[src/rtl/aux_dma_pkg.sv]
// Shared types for the auxiliary memory block mover.
// Assumes a 3-bit register index; the index values are software-visible.
package aux_dma_pkg;

    typedef enum logic [2:0] {
        REG_MAIN_HI = 3'd0,
        REG_MAIN_LO = 3'd1,
        REG_AUX_HI  = 3'd2,
        REG_AUX_LO  = 3'd3,
        REG_CNT_HI  = 3'd4,
        REG_CNT_LO  = 3'd5,
        REG_MODE    = 3'd6,
        REG_REFRESH = 3'd7
    } reg_sel_e;

    typedef enum logic [1:0] {
        MV_IDLE  = 2'd0,
        MV_READ  = 2'd1,
        MV_WRITE = 2'd2
    } mover_state_e;

    typedef struct packed {
        logic main_hi;
        logic main_lo;
        logic aux_hi;
        logic aux_lo;
        logic cnt_hi;
    } cfg_wr_t;

endpackage

[src/rtl/aux_dma_regif.sv]
// Register window: decodes 16-bit writes into masked field updates,
// raises the start pulse, holds the refresh word and muxes readback.
// Assumes ADDR_W is between 17 and 31. All writes are dropped while busy.
module aux_dma_regif
    import aux_dma_pkg::*;
#(
    parameter int          ADDR_W        = 26,
    parameter int          ALIGN_BITS    = 5,
    parameter logic [15:0] REFRESH_RESET = 16'd156,
    parameter logic [15:0] REFRESH_MASK  = 16'h07FF
) (
    input  logic              clk,
    input  logic              rst_n,
    input  logic              reg_wr,
    input  logic [2:0]        reg_addr,
    input  logic [15:0]       reg_wdata,
    input  logic              busy,
    input  logic [ADDR_W-1:0] main_q,
    input  logic [ADDR_W-1:0] aux_q,
    input  logic [ADDR_W-1:0] count_q,
    input  logic              dir_q,
    output cfg_wr_t           cfg_wr,
    output logic [ADDR_W-17:0] hi_data,
    output logic [15:0]       lo_data,
    output logic              dir_data,
    output logic              start,
    output logic [ADDR_W-1:0] start_count,
    output logic [15:0]       reg_rdata
);
    localparam int HI_W = ADDR_W - 16;

    logic       accept;
    reg_sel_e   sel;
    logic [15:0] refresh_q;

    assign sel    = reg_sel_e'(reg_addr);
    assign accept = reg_wr && !busy;

    // Masked write data shared by all fields.
    always_comb begin
        hi_data     = reg_wdata[HI_W-1:0];
        lo_data     = {reg_wdata[15:ALIGN_BITS], {ALIGN_BITS{1'b0}}};
        dir_data    = reg_wdata[15];
        start_count = {count_q[ADDR_W-1:16], lo_data};
    end

    // Field write strobes and the start pulse.
    always_comb begin
        cfg_wr         = '0;
        cfg_wr.main_hi = accept && (sel == REG_MAIN_HI);
        cfg_wr.main_lo = accept && (sel == REG_MAIN_LO);
        cfg_wr.aux_hi  = accept && (sel == REG_AUX_HI);
        cfg_wr.aux_lo  = accept && (sel == REG_AUX_LO);
        cfg_wr.cnt_hi  = accept && (sel == REG_CNT_HI);
        start          = accept && (sel == REG_CNT_LO);
    end

    // Refresh setting register.
    always_ff @(posedge clk) begin
        if (!rst_n)
            refresh_q <= REFRESH_RESET;
        else if (accept && sel == REG_REFRESH)
            refresh_q <= reg_wdata & REFRESH_MASK;
    end

    // Readback of live values.
    always_comb begin
        case (sel)
            REG_MAIN_HI: reg_rdata = {{(16-HI_W){1'b0}}, main_q[ADDR_W-1:16]};
            REG_MAIN_LO: reg_rdata = main_q[15:0];
            REG_AUX_HI:  reg_rdata = {{(16-HI_W){1'b0}}, aux_q[ADDR_W-1:16]};
            REG_AUX_LO:  reg_rdata = aux_q[15:0];
            REG_CNT_HI:  reg_rdata = {dir_q, {(15-HI_W){1'b0}}, count_q[ADDR_W-1:16]};
            REG_CNT_LO:  reg_rdata = count_q[15:0];
            REG_MODE:    reg_rdata = 16'h0001;
            default:     reg_rdata = refresh_q;
        endcase
    end

    assert_refresh_masked_R3: assert property (@(posedge clk) disable iff (!rst_n)
        (sel == REG_REFRESH) |-> ((reg_rdata & ~REFRESH_MASK) == 16'h0));

    assert_busy_write_ignored_R9: assert property (@(posedge clk) disable iff (!rst_n)
        (reg_wr && busy) |=> $stable(refresh_q));

endmodule

[src/rtl/aux_dma_mover.sv]
// Beat engine: holds both addresses, the count and the direction, and
// moves one DATA_W word per beat (read source, then write destination).
// Assumes config strobes never arrive while a transfer is active.
module aux_dma_mover
    import aux_dma_pkg::*;
#(
    parameter int          ADDR_W   = 26,
    parameter int          DATA_W   = 64,
    parameter int unsigned AUX_SIZE = 32'h0100_0000
) (
    input  logic               clk,
    input  logic               rst_n,
    input  cfg_wr_t            cfg_wr,
    input  logic [ADDR_W-17:0] hi_data,
    input  logic [15:0]        lo_data,
    input  logic               dir_data,
    input  logic               start,
    input  logic [ADDR_W-1:0]  start_count,
    output logic [ADDR_W-1:0]  main_q,
    output logic [ADDR_W-1:0]  aux_q,
    output logic [ADDR_W-1:0]  count_q,
    output logic               dir_q,
    output logic               active,
    output logic               main_req,
    output logic               main_we,
    output logic [ADDR_W-1:0]  main_addr,
    output logic [DATA_W-1:0]  main_wdata,
    input  logic [DATA_W-1:0]  main_rdata,
    input  logic               main_ack,
    output logic               aux_req,
    output logic               aux_we,
    output logic [ADDR_W-1:0]  aux_addr,
    output logic [DATA_W-1:0]  aux_wdata,
    input  logic [DATA_W-1:0]  aux_rdata,
    input  logic               aux_ack
);
    localparam int BEAT_BYTES = DATA_W / 8;
    localparam logic [ADDR_W-1:0] BEAT_STEP = ADDR_W'(BEAT_BYTES);

    mover_state_e        state;
    logic [DATA_W-1:0]   beat_q;
    logic                in_range;
    logic                src_ack;
    logic                dst_ack;
    logic [DATA_W-1:0]   src_rdata;
    logic                advance;

    assign in_range  = ({{(32-ADDR_W){1'b0}}, aux_q} < AUX_SIZE);
    assign src_ack   = dir_q ? aux_ack : main_ack;
    assign dst_ack   = dir_q ? main_ack : aux_ack;
    assign src_rdata = dir_q ? aux_rdata : main_rdata;
    assign advance   = (state == MV_WRITE) && dst_ack;
    assign active    = (state != MV_IDLE);

    // Port drive: the read phase uses the source, the write phase the destination.
    always_comb begin
        main_req   = ((state == MV_READ) && !dir_q) || ((state == MV_WRITE) && dir_q);
        aux_req    = ((state == MV_READ) && dir_q) || ((state == MV_WRITE) && !dir_q);
        main_we    = (state == MV_WRITE);
        aux_we     = (state == MV_WRITE);
        main_addr  = main_q;
        aux_addr   = aux_q;
        main_wdata = beat_q;
        aux_wdata  = beat_q;
    end

    // Beat sequencing.
    always_ff @(posedge clk) begin
        if (!rst_n) begin
            state <= MV_IDLE;
        end else begin
            case (state)
                MV_IDLE:  if (start && start_count != '0 && in_range) state <= MV_READ;
                MV_READ:  if (src_ack) state <= MV_WRITE;
                MV_WRITE: if (dst_ack) state <= (count_q == BEAT_STEP) ? MV_IDLE : MV_READ;
                default:  state <= MV_IDLE;
            endcase
        end
    end

    // Capture the word read from the source.
    always_ff @(posedge clk) begin
        if (!rst_n)
            beat_q <= '0;
        else if (state == MV_READ && src_ack)
            beat_q <= src_rdata;
    end

    // Address, count and direction: config updates, start load, per-beat advance.
    always_ff @(posedge clk) begin
        if (!rst_n) begin
            main_q  <= '0;
            aux_q   <= '0;
            count_q <= '0;
            dir_q   <= 1'b0;
        end else begin
            if (cfg_wr.main_hi) main_q[ADDR_W-1:16]  <= hi_data;
            if (cfg_wr.main_lo) main_q[15:0]         <= lo_data;
            if (cfg_wr.aux_hi)  aux_q[ADDR_W-1:16]   <= hi_data;
            if (cfg_wr.aux_lo)  aux_q[15:0]          <= lo_data;
            if (cfg_wr.cnt_hi) begin
                count_q[ADDR_W-1:16] <= hi_data;
                dir_q                <= dir_data;
            end
            if (start) count_q <= start_count;
            if (advance) begin
                main_q  <= main_q + BEAT_STEP;
                aux_q   <= aux_q + BEAT_STEP;
                count_q <= count_q - BEAT_STEP;
            end
        end
    end

    assert_single_port_R11: assert property (@(posedge clk) disable iff (!rst_n)
        $onehot0({main_req, aux_req}));

    assert_main_hold_R11: assert property (@(posedge clk) disable iff (!rst_n)
        (main_req && !main_ack) |=> ($stable(main_addr) && $stable(main_wdata)));

    assert_aux_hold_R11: assert property (@(posedge clk) disable iff (!rst_n)
        (aux_req && !aux_ack) |=> ($stable(aux_addr) && $stable(aux_wdata)));

    assert_count_step_R6: assert property (@(posedge clk) disable iff (!rst_n)
        advance |=> (count_q == $past(count_q) - BEAT_STEP));

endmodule

[src/rtl/aux_dma_ctl.sv]
// Completion control: owns busy, runs the length-proportional delay
// counter and emits the one-cycle completion pulse.
// Assumes the start pulse only arrives while idle.
module aux_dma_ctl #(
    parameter int ADDR_W           = 26,
    parameter int CHUNK_SHIFT      = 5,
    parameter int CYCLES_PER_CHUNK = 246
) (
    input  logic                          clk,
    input  logic                          rst_n,
    input  logic                          start,
    input  logic [ADDR_W-CHUNK_SHIFT-1:0] start_chunks,
    input  logic                          mover_active,
    output logic                          busy,
    output logic                          done_irq
);
    localparam int TMR_W = ADDR_W - CHUNK_SHIFT + $clog2(CYCLES_PER_CHUNK + 1);

    logic [TMR_W-1:0] timer_q;
    logic [TMR_W-1:0] delay;

    assign delay = TMR_W'(start_chunks) * TMR_W'(CYCLES_PER_CHUNK);

    // Busy, delay countdown and completion pulse.
    always_ff @(posedge clk) begin
        if (!rst_n) begin
            busy     <= 1'b0;
            timer_q  <= '0;
            done_irq <= 1'b0;
        end else begin
            done_irq <= 1'b0;
            if (start) begin
                busy    <= 1'b1;
                timer_q <= delay;
            end else if (busy) begin
                if (timer_q != '0) timer_q <= timer_q - 1'b1;
                if (timer_q <= TMR_W'(1) && !mover_active) begin
                    busy     <= 1'b0;
                    done_irq <= 1'b1;
                end
            end
        end
    end

    assert_irq_on_busy_fall_R8: assert property (@(posedge clk) disable iff (!rst_n)
        done_irq |-> (!busy && $past(busy)));

    assert_beats_inside_busy_R8: assert property (@(posedge clk) disable iff (!rst_n)
        mover_active |-> busy);

endmodule

[src/rtl/aux_dma.sv]
// Top of the auxiliary memory block mover: register window, beat engine
// and completion control. Memory ports follow a request/acknowledge
// handshake; read data is valid in the acknowledge cycle.
module aux_dma
    import aux_dma_pkg::*;
#(
    parameter int          ADDR_W           = 26,
    parameter int          DATA_W           = 64,
    parameter int unsigned AUX_SIZE         = 32'h0100_0000,
    parameter int          CYCLES_PER_CHUNK = 246,
    parameter logic [15:0] REFRESH_RESET    = 16'd156
) (
    input  logic              clk,
    input  logic              rst_n,
    input  logic              reg_wr,
    input  logic [2:0]        reg_addr,
    input  logic [15:0]       reg_wdata,
    output logic [15:0]       reg_rdata,
    output logic              busy,
    output logic              done_irq,
    output logic              main_req,
    output logic              main_we,
    output logic [ADDR_W-1:0] main_addr,
    output logic [DATA_W-1:0] main_wdata,
    input  logic [DATA_W-1:0] main_rdata,
    input  logic              main_ack,
    output logic              aux_req,
    output logic              aux_we,
    output logic [ADDR_W-1:0] aux_addr,
    output logic [DATA_W-1:0] aux_wdata,
    input  logic [DATA_W-1:0] aux_rdata,
    input  logic              aux_ack
);
    localparam int CHUNK_SHIFT = 5;

    cfg_wr_t             cfg_wr;
    logic [ADDR_W-17:0]  hi_data;
    logic [15:0]         lo_data;
    logic                dir_data;
    logic                start;
    logic [ADDR_W-1:0]   start_count;
    logic [ADDR_W-1:0]   main_q;
    logic [ADDR_W-1:0]   aux_q;
    logic [ADDR_W-1:0]   count_q;
    logic                dir_q;
    logic                mover_active;

    aux_dma_regif #(
        .ADDR_W        (ADDR_W),
        .ALIGN_BITS    (CHUNK_SHIFT),
        .REFRESH_RESET (REFRESH_RESET),
        .REFRESH_MASK  (16'h07FF)
    ) u_regif (
        .clk         (clk),
        .rst_n       (rst_n),
        .reg_wr      (reg_wr),
        .reg_addr    (reg_addr),
        .reg_wdata   (reg_wdata),
        .busy        (busy),
        .main_q      (main_q),
        .aux_q       (aux_q),
        .count_q     (count_q),
        .dir_q       (dir_q),
        .cfg_wr      (cfg_wr),
        .hi_data     (hi_data),
        .lo_data     (lo_data),
        .dir_data    (dir_data),
        .start       (start),
        .start_count (start_count),
        .reg_rdata   (reg_rdata)
    );

    aux_dma_mover #(
        .ADDR_W   (ADDR_W),
        .DATA_W   (DATA_W),
        .AUX_SIZE (AUX_SIZE)
    ) u_mover (
        .clk         (clk),
        .rst_n       (rst_n),
        .cfg_wr      (cfg_wr),
        .hi_data     (hi_data),
        .lo_data     (lo_data),
        .dir_data    (dir_data),
        .start       (start),
        .start_count (start_count),
        .main_q      (main_q),
        .aux_q       (aux_q),
        .count_q     (count_q),
        .dir_q       (dir_q),
        .active      (mover_active),
        .main_req    (main_req),
        .main_we     (main_we),
        .main_addr   (main_addr),
        .main_wdata  (main_wdata),
        .main_rdata  (main_rdata),
        .main_ack    (main_ack),
        .aux_req     (aux_req),
        .aux_we      (aux_we),
        .aux_addr    (aux_addr),
        .aux_wdata   (aux_wdata),
        .aux_rdata   (aux_rdata),
        .aux_ack     (aux_ack)
    );

    aux_dma_ctl #(
        .ADDR_W           (ADDR_W),
        .CHUNK_SHIFT      (CHUNK_SHIFT),
        .CYCLES_PER_CHUNK (CYCLES_PER_CHUNK)
    ) u_ctl (
        .clk          (clk),
        .rst_n        (rst_n),
        .start        (start),
        .start_chunks (start_count[ADDR_W-1:CHUNK_SHIFT]),
        .mover_active (mover_active),
        .busy         (busy),
        .done_irq     (done_irq)
    );

    assert_req_only_busy_R11: assert property (@(posedge clk) disable iff (!rst_n)
        (main_req || aux_req) |-> busy);

    assert_no_restart_R9: assert property (@(posedge clk) disable iff (!rst_n)
        (busy && $past(busy)) |-> $stable(count_q) || $past(main_ack) || $past(aux_ack));

endmodule

[config.mk]
export PLATFORM = sky130hd
export DESIGN_NAME = aux_dma
export DESIGN_NICKNAME = d
export VERILOG_FILES = /design/src/rtl/aux_dma_pkg.sv /design/src/rtl/aux_dma_regif.sv /design/src/rtl/aux_dma_mover.sv /design/src/rtl/aux_dma_ctl.sv /design/src/rtl/aux_dma.sv
export SDC_FILE = /design/constraint.sdc
export NUM_CORES = 1
export LEC_CHECK = 0
export ABC_AREA = 1
export ABC_CLOCK_PERIOD_IN_PS = 4050
export BUFFER_PORTS_ARGS = -buffer_cell sky130_fd_sc_hd__buf_2
export CAP_MARGIN = 20
export CORE_ASPECT_RATIO = 1.25
export CORE_MARGIN = 2
export CORE_UTILIZATION = 30
export DETAILED_ROUTE_END_ITERATION = 10
export PLACE_DENSITY = 0.56
export SLEW_MARGIN = 20
export SYNTH_ARGS = -nofsm -noshare
export SYNTH_HDL_FRONTEND = slang
export SYNTH_HIERARCHICAL = 1
export SYNTH_SLANG_ARGS = --single-unit
[constraint.sdc]
create_clock -name clk -period 4.05 [get_ports clk]
set_input_delay 0.405 -clock clk [delete_from_list [all_inputs] [get_ports clk]]
set_output_delay 0.405 -clock clk [all_outputs]
set_load 0.05 [all_outputs]
==> results.yml <==
logic_synthesis:
  synth_mux_area_share_pct: 0
  synth_xor_area_share_pct: 1.364
  synth_ff_type: "dfxtp_1"
  synth_edf_count: 0
  netlist.area_leader.share_pct: 21.59
  synth_area_leaders: "dfxtp_1, nand2_1, fa_1"
  ys.warnings.count: 6
  synth_top_family_by_area: "simple AND/OR/NAND/NOR gates"
  yosys_register_bits: 187
  postSynthAreaPerCell_um2: 6.357
  synthSimpleGateAreaFrac_pct: 33.33
  synthAdderAreaFrac_pct: 13.55
  synth-compound-area-share_pct: 11.03
  yosys.area.top_type: "dfxtp_1"
  netlist_instances: 2727
  ys_types: 51
  syn_area_mm2: 0.01734
  yosysSeqAreaShare_pct: 21.59
  async_flop_share_pct: 0
pwr:
  peakVddDrop_mv: 0.2790
  leakagePower_nw: 10.33
  p_per_area_mw_per_mm2: 450.0
  total_power_mw: 9.062
setup_path:
  cpMaxStageDelayCell: "fa_2"
  critPathLaunchType: "flop"
  critPathCaptureType: "flop"
  critPathMaxStageDelay_ns: 0.58
  cp_top_family: "adder cells"
  cp_data_arrival_time_ns: 4.40
  required_ns: 4.48
  path_class: "flop to flop"
  critPathBufInv: 5
  crit_path_cell_trace: "clkinvlp_4 > fa_2 > inv_2 > fa_2 > fa_1 > inv_1 > fa_1 > inv_2 > ha_4 > nand2_4 > nor2_4 > buf_6 > and2_4 > nand3b_1 > nand3_1 > nand2_1 > a21oi_2 > nor2_1 > nor2_1"
  crit_fanout: 4
clocking:
  cts_tree: "yes"
  cts.clk_slew.worst_paths_ns: 0.08
  cts_buffer_depth: 2
  clockRootBuffer: "clkbuf_16"
  cts_hold_buffers: 0
  htree_levels: 4
  clkLatencyLatePin_ns: 0.50
  clock-sinks: 187
  cts_buffers: 17
grt:
  grt_pass1_wl_um: 99730
  grt_usage_pct: 22.02
  grt-ovfl-total: 0
  grt_start_max_net_pins: 75
  antenna_found_initial: 3
  grt_pass1_vias: 16520
sta:
  hold_violations: 0
  holdWs_ns: 0.1476
  setup_viol: 0
  drv_slew: 0
  rsz0062_at_grt: "yes"
  fin_crit_ns: 3.972
  slew_headroom_pct: 32.79
  fin_crit_sh_pct: 98.07
  fin_worst_skew_ns: 0.01588
  max_freq_mhz: 251.8
  fin_ws_ns: 0.07836
  tightestPinTransition_ns: 1.008
drt:
  drtIter0Drc: 1397
  first_pass_iters: 5
  drc: 0
  routed_via_density: 4.805
  vias: 17880
  wl_per_cell_um: 17.98
  wirelength_um: 66910
  antenna_left: 0
floorplan:
  io_pins: 354
  initial_core_util_pct: 30.34
  coreArea_mm2: 0.05714
  die_h_um: 272.8
  die_area_mm2: 0.05974
  num_rows: 98
  fp.dieW_um: 219.0
min_path:
  hp-class: "primary input to flop"
layout:
  utilization_pct: 35.24
  instances_no_fill: 3721
  areaGrowthSynthToFinish_pct: 16.15
  nets: 3254
  num-fill-cells: 6428
  drive_above_1_share_pct: 22.16
placement:
  hpwl_um: 53090
  dp.cells: 3685
  io_buffers: 353
  preCtsSetupSlack_ns: -0.3782
  gp_congestion: 0.9502
flow_run:
  drv_cap: 0
outcome:
  outcome: "finished clean"
[timing repair]
action / 4_1_cts / 5_1_grt
setup buffers: 1 / 3
endpoints found under the setup margin: 12 / 19
gates resized for setup: 29 / 93
pin swaps: 11 / 48
[kinds of logic after synthesis]
group | Yosys count
and+or+nand+nor | 1368
buffers and inverters | 659
AOI/OAI and AO/OA | 341
DFF | 187
adders and majority gates | 144
xor gates and xnor gates | 27
other | 1
[cell type report]
cell class	count	area, um^2	area share [%]
multi-input cells	1890	10730	53.27
clock inverters	12	158.9	0.7891
flip-flops and latches	187	3750	18.62
inverters	398	1508	7.487
diodes	2	5.005	0.02485
repair buffers	464	2621	13.02
well taps	750	938.4	4.660
clock buffers	18	429.2	2.131
[worst min-delay path, cell delays in order]
cell and delay [ns]:
buf_2 0.10, nand2_1 0.05, nand3_1 0.05
[registers in the layout (all words and copies together) (netlist names), 2 cells and up]
register and cells:
u_mover/aux_wdata 64, u_ctl/timer_q 29, u_mover/count_q 26, u_mover/main_addr 26, u_mover/state 2, u_regif/refresh_q 11, u_mover/aux_addr 26
[worst paths after layout]
path                            start                   end  slack [ns]  cells past startpoint
setup reg to reg  u_mover/count_q[16]     u_ctl/timer_q[22]        0.08                     19
hold reg to reg    u_mover/count_q[1]    u_mover/count_q[1]        0.48                      2
setup / recovery  u_mover/count_q[16]     u_ctl/timer_q[22]        0.08                     19
hold / removal           reg_wdata[4]  u_regif/refresh_q[4]        0.15                      3
[routing by layer]
layer  part of all wire [%]  global-route usage (%)  vias up  wire, um
met5                  0.040                       0        -        27
met4                    4.9                   11.26        4      3252
met3                    4.9                   3.428      142      3283
met2                     48                   36.78      560     32320
met1                     42                   27.34     8281     28020
li1                       -                       -     8892         -
[cell usage in the layout, fill, tap and decap left out, types with 60 or more instances in the layout]
master / synthesis / routed
nand3_1: 167 / 162
nor2_1: 289 / 271
buf_4: 178 / 111
o21ai_0: 110 / 109
inv_1: 384 / 365
dfxtp_1: 187 / 182
nand2_1: 783 / 748
ha_1: 71 / 60
a21oi_1: 85 / 76
buf_2: 27 / 351
fa_1: 73 / 70
a31oi_1: 80 / 80
[report_power, final]
| group | total, mW | internal (mW) | switching [mW] |
|---|---|---|---|
| Sequential | 2.06 | 1.93 | 0.128 |
| Combinational | 5.20 | 1.97 | 3.22 |
| Clock | 1.80 | 0.923 | 0.881 |
[Yosys cell counts (2+ instances only)]
master and instances:
nor3_2 2, nor2_1 289, buf_2 27, buf_4 178
o211ai_1 15, o221ai_1 2, buf_6 14, and2_1 3
inv_2 12, o21bai_1 11, nand2_4 3, nand2_2 7
nand4_1 57, nor4_1 5, nor3_1 11, nand2_1 783
o21ai_0 110, nor2_4 5, inv_1 384, xnor2_1 11
nor2_2 14, clkbuf_1 33, xor2_1 16, a21o_1 3
ha_1 71, buf_1 6, dfxtp_1 187, nand3b_1 11
a31oi_1 80, or2_2 3, nor2_8 3, fa_1 73
nand3_1 167, o21ai_1 30, a21oi_1 85
[metrics by stage]
step	setup TNS, ns	instance area [um^2]
CTS	0	19820
floorplan	0	17380
detailed placement	-6.524	19100
global placement	-6.392	19100
global route	-0.4064	20130
finish	0	20140
(Power assumes the default switching activity.)
